--- src/rtl/evl_pkg.sv ---
package evl_pkg;
  typedef enum logic [2:0] {
    K_NONE,
    K_LATCH,
    K_MASK,
    K_EXC,
    K_EXCMASK,
    K_CMP,
    K_COND,
    K_IMASK
  } reg_kind_e;
endpackage

--- src/rtl/evl_latch_reg.sv ---
module evl_latch_reg #(
  parameter int W = 8
) (
  input  logic         clk_i,
  input  logic         rst_ni,
  input  logic [W-1:0] ev_i,
  input  logic         wr_i,
  input  logic [W-1:0] wdata_i,
  input  logic [W-1:0] cmp_i,
  output logic [W-1:0] q_o,
  output logic         blocked_o
);
  logic [W-1:0] q_q, ok, wr_val, d, hold;

  assign ok     = ~(cmp_i ^ q_q);
  assign wr_val = (ok & wdata_i) | (~ok & q_q);
  assign d      = ev_i | (wr_i ? wr_val : q_q);
  // attempted change on a bit that moved since the last read
  assign blocked_o = wr_i & |(~ok & (wdata_i ^ q_q));
  assign hold   = q_q & ~(wr_i ? (ok & ~wdata_i) : '0);

  always_ff @(posedge clk_i or negedge rst_ni) begin
    if (!rst_ni) q_q <= '0;
    else         q_q <= d;
  end

  assign q_o = q_q;

  // set bits not cleared by a permitted write remain set
  a_r1_sticky: assert property (@(posedge clk_i) disable iff (!rst_ni)
    (|hold) |=> ((q_q & $past(hold)) == $past(hold)));
  // an event always leaves its bit set
  a_r2_event_wins: assert property (@(posedge clk_i) disable iff (!rst_ni)
    (|ev_i) |=> ((q_q & $past(ev_i)) == $past(ev_i)));
  // mismatching bits without an event do not move on a write
  a_r6_blocked_hold: assert property (@(posedge clk_i) disable iff (!rst_ni)
    wr_i |=> (((q_q ^ $past(q_q)) & $past(~ok & ~ev_i)) == '0));
endmodule

--- src/rtl/evl_irq_merge.sv ---
module evl_irq_merge #(
  parameter int NUM_GROUPS = 4,
  parameter int DW         = 8
) (
  input  logic [NUM_GROUPS*DW-1:0] lat_i,
  input  logic [NUM_GROUPS*DW-1:0] mask_i,
  input  logic [DW-1:0]            exc_i,
  input  logic [DW-1:0]            exc_mask_i,
  input  logic [DW-1:0]            imask_i,
  output logic [DW-1:0]            cond_o,
  output logic                     irq_o
);
  logic [NUM_GROUPS-1:0] grp_hit;

  for (genvar g = 0; g < NUM_GROUPS; g++) begin : g_grp
    assign grp_hit[g] = |(lat_i[g*DW +: DW] & mask_i[g*DW +: DW]);
  end

  always_comb begin
    cond_o = '0;
    cond_o[NUM_GROUPS-1:0] = grp_hit;
    cond_o[NUM_GROUPS]     = |(exc_i & exc_mask_i);
  end

  assign irq_o = |(cond_o & imask_i);
endmodule

--- src/rtl/evl_regif.sv ---
module evl_regif
  import evl_pkg::*;
#(
  parameter int NUM_GROUPS = 4,
  parameter int DW         = 8,
  parameter int AW         = 5
) (
  input  logic                     clk_i,
  input  logic                     rst_ni,
  input  logic [AW-1:0]            addr_i,
  input  logic                     we_i,
  input  logic                     re_i,
  input  logic [DW-1:0]            wdata_i,
  input  logic [NUM_GROUPS*DW-1:0] lat_i,
  input  logic [DW-1:0]            exc_i,
  input  logic [DW-1:0]            cond_i,
  output logic [NUM_GROUPS-1:0]    lat_wr_o,
  output logic                     exc_wr_o,
  output logic [NUM_GROUPS*DW-1:0] mask_o,
  output logic [DW-1:0]            exc_mask_o,
  output logic [DW-1:0]            imask_o,
  output logic [DW-1:0]            cmp_o,
  output logic [DW-1:0]            rdata_o
);
  localparam int A_MASK0   = NUM_GROUPS;
  localparam int A_EXC     = 2 * NUM_GROUPS;
  localparam int A_EXCMASK = A_EXC + 1;
  localparam int A_CMP     = A_EXC + 2;
  localparam int A_COND    = A_EXC + 3;
  localparam int A_IMASK   = A_EXC + 4;

  reg_kind_e             kind;
  int                    idx;
  logic                  rd_fire;
  logic [DW-1:0]         rd_val;
  logic [NUM_GROUPS*DW-1:0] mask_q;
  logic [DW-1:0]         exc_mask_q, imask_q, cmp_q, rdata_q;

  always_comb begin
    int a;
    a    = int'(addr_i);
    kind = K_NONE;
    idx  = 0;
    if (a < NUM_GROUPS) begin
      kind = K_LATCH;
      idx  = a;
    end else if (a < A_EXC) begin
      kind = K_MASK;
      idx  = a - A_MASK0;
    end else if (a == A_EXC)     kind = K_EXC;
    else if (a == A_EXCMASK)     kind = K_EXCMASK;
    else if (a == A_CMP)         kind = K_CMP;
    else if (a == A_COND)        kind = K_COND;
    else if (a == A_IMASK)       kind = K_IMASK;
  end

  assign rd_fire = re_i & ~we_i;

  always_comb begin
    lat_wr_o = '0;
    if (we_i && kind == K_LATCH) lat_wr_o[idx] = 1'b1;
  end
  assign exc_wr_o = we_i && kind == K_EXC;

  always_comb begin
    case (kind)
      K_LATCH:   rd_val = lat_i[idx*DW +: DW];
      K_MASK:    rd_val = mask_q[idx*DW +: DW];
      K_EXC:     rd_val = exc_i;
      K_EXCMASK: rd_val = exc_mask_q;
      K_CMP:     rd_val = cmp_q;
      K_COND:    rd_val = cond_i;
      K_IMASK:   rd_val = imask_q;
      default:   rd_val = '0;
    endcase
  end

  always_ff @(posedge clk_i or negedge rst_ni) begin
    if (!rst_ni) begin
      mask_q     <= '0;
      exc_mask_q <= '0;
      imask_q    <= '0;
      cmp_q      <= '0;
      rdata_q    <= '0;
    end else begin
      if (we_i) begin
        case (kind)
          K_MASK:    mask_q[idx*DW +: DW] <= wdata_i;
          K_EXCMASK: exc_mask_q <= wdata_i;
          K_IMASK:   imask_q <= wdata_i;
          K_CMP:     cmp_q <= wdata_i;
          default:   ;
        endcase
      end
      if (rd_fire) begin
        rdata_q <= rd_val;
        // snapshot for the read-then-clear interlock
        if (kind == K_LATCH || kind == K_EXC) cmp_q <= rd_val;
      end
    end
  end

  assign mask_o     = mask_q;
  assign exc_mask_o = exc_mask_q;
  assign imask_o    = imask_q;
  assign cmp_o      = cmp_q;
  assign rdata_o    = rdata_q;

  // after a latch or exception read, compare equals returned data
  a_r5_cmp_tracks_read: assert property (@(posedge clk_i) disable iff (!rst_ni)
    (rd_fire && (kind == K_LATCH || kind == K_EXC)) |=> (cmp_q == rdata_q));
  // read data holds without a read strobe
  a_r8_rdata_hold: assert property (@(posedge clk_i) disable iff (!rst_ni)
    !rd_fire |=> $stable(rdata_q));
endmodule

--- src/rtl/evl_intc.sv ---
module evl_intc #(
  parameter int NUM_GROUPS = 4,
  parameter int DW         = 8,
  parameter int AW         = 5
) (
  input  logic                     clk_i,
  input  logic                     rst_ni,
  input  logic [NUM_GROUPS*DW-1:0] ev_i,
  input  logic [AW-1:0]            addr_i,
  input  logic                     we_i,
  input  logic                     re_i,
  input  logic [DW-1:0]            wdata_i,
  output logic [DW-1:0]            rdata_o,
  output logic                     irq_o
);
  logic [NUM_GROUPS*DW-1:0] lat_q, mask;
  logic [NUM_GROUPS-1:0]    lat_wr, lat_blk;
  logic [DW-1:0]            exc_q, exc_ev, exc_mask, imask, cmp, cond;
  logic                     exc_wr, exc_blk, any_blk;

  for (genvar g = 0; g < NUM_GROUPS; g++) begin : g_lat
    evl_latch_reg #(.W(DW)) u_lat (
      .clk_i     (clk_i),
      .rst_ni    (rst_ni),
      .ev_i      (ev_i[g*DW +: DW]),
      .wr_i      (lat_wr[g]),
      .wdata_i   (wdata_i),
      .cmp_i     (cmp),
      .q_o       (lat_q[g*DW +: DW]),
      .blocked_o (lat_blk[g])
    );
  end

  assign any_blk = |lat_blk | exc_blk;
  assign exc_ev  = {{(DW-1){1'b0}}, any_blk};

  evl_latch_reg #(.W(DW)) u_exc (
    .clk_i     (clk_i),
    .rst_ni    (rst_ni),
    .ev_i      (exc_ev),
    .wr_i      (exc_wr),
    .wdata_i   (wdata_i),
    .cmp_i     (cmp),
    .q_o       (exc_q),
    .blocked_o (exc_blk)
  );

  evl_regif #(.NUM_GROUPS(NUM_GROUPS), .DW(DW), .AW(AW)) u_regif (
    .clk_i      (clk_i),
    .rst_ni     (rst_ni),
    .addr_i     (addr_i),
    .we_i       (we_i),
    .re_i       (re_i),
    .wdata_i    (wdata_i),
    .lat_i      (lat_q),
    .exc_i      (exc_q),
    .cond_i     (cond),
    .lat_wr_o   (lat_wr),
    .exc_wr_o   (exc_wr),
    .mask_o     (mask),
    .exc_mask_o (exc_mask),
    .imask_o    (imask),
    .cmp_o      (cmp),
    .rdata_o    (rdata_o)
  );

  evl_irq_merge #(.NUM_GROUPS(NUM_GROUPS), .DW(DW)) u_merge (
    .lat_i      (lat_q),
    .mask_i     (mask),
    .exc_i      (exc_q),
    .exc_mask_i (exc_mask),
    .imask_i    (imask),
    .cond_o     (cond),
    .irq_o      (irq_o)
  );

  // any blocked change raises the inhibit flag
  a_r7_inhibit_flag: assert property (@(posedge clk_i) disable iff (!rst_ni)
    any_blk |=> exc_q[0]);
  // no interrupt while the interrupt mask is clear
  a_r4_irq_masked: assert property (@(posedge clk_i) disable iff (!rst_ni)
    (imask == '0) |-> !irq_o);
  // unused condition bits stay zero
  a_r3_cond_spare: assert property (@(posedge clk_i) disable iff (!rst_ni)
    (cond >> (NUM_GROUPS + 1)) == '0);
endmodule

--- config.mk ---
export PLATFORM = sky130hd
export DESIGN_NAME = evl_intc
export DESIGN_NICKNAME = d
export VERILOG_FILES = /design/src/rtl/evl_pkg.sv /design/src/rtl/evl_latch_reg.sv /design/src/rtl/evl_irq_merge.sv /design/src/rtl/evl_regif.sv /design/src/rtl/evl_intc.sv
export SDC_FILE = /design/constraint.sdc
export NUM_CORES = 1
export LEC_CHECK = 0
export BUFFER_PORTS_ARGS = -buffer_cell sky130_fd_sc_hd__buf_2
export CORE_UTILIZATION = 40
export CTS_CLUSTER_DIAMETER = 200
export DETAILED_ROUTE_END_ITERATION = 10
export PLACE_DENSITY = 0.62
export SLEW_MARGIN = 10
export SYNTH_ARGS = -nofsm -noshare
export SYNTH_HDL_FRONTEND = slang
export SYNTH_SLANG_ARGS = --single-unit
--- constraint.sdc ---
create_clock -name clk_i -period 2.6 [get_ports clk_i]
set_clock_uncertainty 0.15 [all_clocks]
set_input_delay 0.52 -clock clk_i [delete_from_list [all_inputs] [get_ports clk_i]]
set_output_delay 0.52 -clock clk_i [all_outputs]
set_load 0.03 [all_outputs]
-- Word level (Yosys, flattened, before mapping)
Index checks and enable logic that the tools add are counted.
- input port bits: 49
- bits in registers: 104
- output and inout bits: 9
- magnitude comparators: 4
- shifts and indexed selects: 4
- bitwise gates (word level): 59
- add/sub/neg operators: 2
- reduce and logical (&&, ||, !) cells: 19
- muxes and demuxes: 23
- equality and inequality tests: 12
- operators by type and width (operator ; count):
    $and 8x8->8 ; 20
    $reduce_or 8->1 ; 11
    $not 8->8 ; 10
    $xor 8x8->8 ; 10
    $mux 8 ; 9
    $or 8x8->8 ; 9
    $mux 32 ; 2
    $shiftx 32x32->8 ; 2
    $pmux 8 s7 ; 1
    $neg 32->33 ; 1
    $shift 8x33->32 const A ; 1
    $shiftx 8x33->32 ; 1
    $bwmux 32 ; 1
    $ge 32x1->1 const B ; 1
    $lt 32x4->1 const B ; 1
    $eq 5x5->1 const B ; 5
    $mux 3 ; 7
    $eq 3x3->1 const B ; 4
    $and 5x8->8 ; 1
    $or 1x8->8 ; 1
    $and 1x1->1 ; 6
    $eq 3x2->1 const B ; 2
    $reduce_and 2->1 ; 3
    $sub 5x3->6 const B ; 1
    other kinds (11) ; 13

-- Depth between registers and ports, before layout
- word-level depth: 15
- gate-level depth with buffers: 18

-- By module
Synthesis repeated with hierarchy kept, for this count alone.
- cells, all modules: 817
- area total of the unflattened synthesis: 7405.9 um^2
- modules (own cells, without submodules) (module ; times used ; sequential area each (um^2) ; area an instance (um^2) ; cells each):
    evl_regif ; 1 ; 1601.5 ; 4365.4 ; 432
    evl_latch_reg ; 5 ; 200.2 ; 551.8 ; 69
    evl_irq_merge ; 1 ; 0.0 ; 265.3 ; 36
    evl_intc ; 1 ; 0.0 ; 16.3 ; 4

-- Least setup slack after synthesis
Ideal clock, no wire load.
- path type: input port to flip-flop
- start point: input addr_i[2]
- end point: register u_regif.mask_q[16], in the netlist u_regif.mask_o[16]
- stages: 18
- data arrival time: 4421 ps
- library setup time: 125 ps
- path slack: -2096 ps
- data required time: 2325 ps
- cell sequence: clkbuf_1 -> inv_1 -> ha_1 -> ha_1 -> buf_2 -> buf_2 -> clkbuf_1 -> o21ai_0 -> ha_1 -> clkbuf_1 -> nand3_1 -> ha_1 -> nor4b_1 -> nand4_1 -> nor4_1 -> and3_1 -> buf_2 -> mux2_2
- word-level cells in the longest chain between the ends: 10
- elaborated cells between the ends (all ways): 23
- those cells by class: add/sub (2); order compare (2); eq/ne (6); shift (2); mux (10); reduce/logical (1)
- ends and longest elaborated chain (element ; RTL line ; source):
    start: declaration ; evl_intc.sv:9 ; input logic [AW-1:0] addr_i,
    branches (longest 10 deep; another with $neg 32->33) ; - ;
    end signal: indexed assignment ; evl_regif.sv:88 ; K_MASK: mask_q[idx*DW +: DW] <= wdata_i;
    end: declaration ; evl_regif.sv:36 ; logic [NUM_GROUPS*DW-1:0] mask_q;
Parallel ways; which one is timed is not known.
A chain may end at the register's enable or synchronous reset.

-- Worst setup path in the final report
- start point: input addr_i[2]
- end point: register u_regif.mask_q[21], in the netlist u_regif.mask_o[21]
Same word-level chain as after synthesis.

==> metrics.cfg <==
[synth]
ys.flop_type = dfrtp_1
synth_edf_count = 0
synth_cells = 833
synth-seq-cells = 104
synth_nets = 896
ys_types = 79
syn_avg_cell_area_um2 = 8.67
synthArstFlopShare_pct = 100
synth_area_mm2 = 0.00723
synth_warnings = 0
yosysSeqAreaShare_pct = 36.0

[final_layout]
stdcell_area_mm2 = 0.00989
drive_gt1_share_pct = 37.7
layout_commonest_cell = buf_4
nets = 1063
area_growth_pct = 36.9
layout_common_cells = 133 x buf_4, 98 x dfrtp_1, 89 x nor2_1

[outcome]
violations = negative hold slack, negative setup slack
outcome = finished with violations

[die]
rows = 48
die_area_mm2 = 0.0186
start_util_pct = 41.3
ios = 58
fp.dieW_um = 136
fp.coreArea_mm2 = 0.0175
die_y_um = 136

[power_and_ir_drop]
p_seq_share_pct = 42.0
ir_worst_vdd_uv = 386
p_leak_nw = 4.33
p_sw_share_pct = 32.0
combinationalPowerShare_pct = 24.7
p_per_area_mw_per_mm2 = 437
p_clk_share_pct = 33.3
power.internal_mw = 2.94
p_switching_mw = 1.38

[route]
post_drt_wl_per_cell_um = 21.3
drt_pass1_iterations = 5
finalWirelength_mm = 26.3
vias_per_cell = 5.93
final_antenna_net_count = 0
drtIter0Drc = 576
route.detailed.drc = 0
vias = 7304

[global_routing]
grt_pass1_wl_mm = 39.9
grt_usage_pct = 28.6
grt_pass1_vias = 6739
grt_max_degree = 38
grt-ovfl-total = 0
antenna_found_initial = 0

[critical_path]
critPathSlowestCell = mux2_2
crit_path_max_fanout = 8
cp-end-kind = flop
cp.arrival_ps = 3120
crit_type = input pin to flop
critPathMostFrequentCell = ha_4
cpPeakStageDelay_ps = 330
startpoint_type = input pin
worst-r2r-cell-count = 5
cp.required_ps = 2680
crit_chain = buf_8, inv_6, ha_4, ha_4, nor4b_4, a21oi_1, ha_1, nor4b_2, nand4_1, nor4_2, and3_1, buf_6, mux2_2

[timing]
slew_viol_final = 0
rsz0062_at_grt = yes
hold_slack_ps = -10.9
clock.fmax_mhz = 330
final-hold-violation-count = 6
setup_ws_ps = -434
fin_crit_sh_pct = 117
tightestPinTransition_ps = 582
setup_viol = 52
final.min_clock_period_ps = 3030
relSlewSlack_pct = 61.2

[clock_network]
clk_pin_slew_ps = 80
tritoncts = yes
numCtsBuffers = 9
cts_max_path_buffers = 2
clockRootBuffer = clkbuf_16
htree_levels = 3
insertion_delay_ps = 350
cts.sinks = 104

[min_path]
hold_class = input pin to asynchronous set/reset pin

[placement]
gp_congestion = 0.939
dp.final_hpwl_mm = 19.2
portBuffers = 57
placed_cell_area_mm2 = 0.00879

[flow_run]
cap_violations = 0

-- power groups by stage --
stage | Sequential, mW | Combinational (mW) | Clock [mW]
after floorplan | 1.79 | 0.589 | 0
after global placement | 1.83 | 0.948 | 0
after detailed placement | 1.83 | 0.963 | 0
after CTS | 1.80 | 1.01 | 1.46
after global routing | 1.83 | 1.16 | 1.51
final | 1.82 | 1.07 | 1.44
-- kinds of logic after synthesis --
| family | after synthesis | share of synthesized area [%] |
|---|---|---|
| AOI/OAI and AO/OA | 251 | 23.7 |
| DFF | 104 | 36.0 |
| buffers and inverters | 82 | 4.68 |
| muxes | 63 | 9.75 |
| adders and majority gates | 14 | 2.42 |
| and+or+nand+nor | 316 | 23.1 |
| xor gates and xnor gates | 3 | 0.364 |
-- final cells by class --
type	instances	area [um^2]
Clock inverter	5	63.8
Tap cell	225	282
Multi-Input combinational cell	647	4830
Antenna cell	1	2.50
Clock buffer	11	243
Sequential cell	104	2610
Fill cell	1513	7590
Timing Repair Buffer	216	1770
Inverter	22	93.8
-- final timing paths --
kind | start | slack [ps] | end
setup / recovery | addr_i[2] | -430 | u_regif.mask_o[21]
hold / removal | rst_ni | -10 | u_regif.imask_o[7]
setup reg to reg | u_regif.cmp_o[3] | 210 | u_exc.q_o[0]
hold reg to reg | u_regif.imask_o[7] | 380 | u_regif.imask_o[7]
max in group asynchronous | rst_ni | 1700 | g_lat[1].u_lat.q_o[2]
min in group clk_i | ev_i[13] | 210 | g_lat[1].u_lat.q_o[5]
-- per-stage QoR --
step / cells / setup TNS [ps] / total power [mW] / utilization [%] / worst slack, ps
after CTS: 1213 / -10220 / 4.27 / 53.9 / -423
after global routing: 1230 / -18330 / 4.50 / 56.6 / -623
after floorplan: 833 / -40200 / 2.38 / - / -1170
final: 1231 / -11120 / 4.32 / 56.6 / -434
after detailed placement: 1189 / -51540 / 2.80 / 50.3 / -1030
after global placement: 1189 / -46700 / 2.78 / 50.3 / -927
-- synth_stat cells (all sizes together) (5+ instances only) --
library cell	count	area, um^2
o211ai	10	75.1
or2	5	31.3
a211oi	11	100
nand4	19	119
inv	21	78.8
dfrtp	104	2600
nor3b	11	93.8
nand2b	5	31.3
mux2	39	439
nand3b	9	67.6
nor2b	21	131
nor4	6	37.5
a21boi	6	45.0
nand2	72	270
o21ai	39	195
and2	15	93.8
o22a	7	61.3
a21oi	72	360
o21bai	29	218
nand3	15	80.1
nor3	13	75.1
a221oi	11	103
nor2	92	353
mux2i	22	220
and3	5	31.3
a22oi	25	188
buf	19	100
or3b	8	70.1
clkbuf	41	154
ha	14	175
-- routing by layer --
metal | vias up | GRT usage [%] | wire length, um
met2 | 302 | 46.1 | 12300
li1 | 3391 | - | -
met4 | 0 | 10.7 | 1070
met1 | 3549 | 38.1 | 11200
met3 | 62 | 5.29 | 1780
met5 | - | 0 | 0
-- sequential cells by signal, indices dropped and copies added, names as in the netlist, named ones only --
signal,flops
u_regif.mask_o,32
u_exc.q_o,1
g_lat.u_lat.q_o,32
u_regif.imask_o,8
u_regif.rdata_o,8
u_regif.exc_mask_o,8
u_regif.cmp_o,8
-- critical path, delay by kind of cell --
kind	cells	cell delay [ps]
AND/OR/NAND/NOR	5	1220
multiplexers	1	330
buffers and inverters	3	300
AO/OA/AOI/OAI	1	120
adder cells (fa/ha/maj)	3	640
-- timing repair --
action,in CTS,in global routing
pin swaps,8,38
endpoints found under the setup margin,60,68
buffers inserted,25,18
hold buffers,0,0
gates resized for setup,53,73
cloned,2,1
Power figures use the tool's default switching activity.
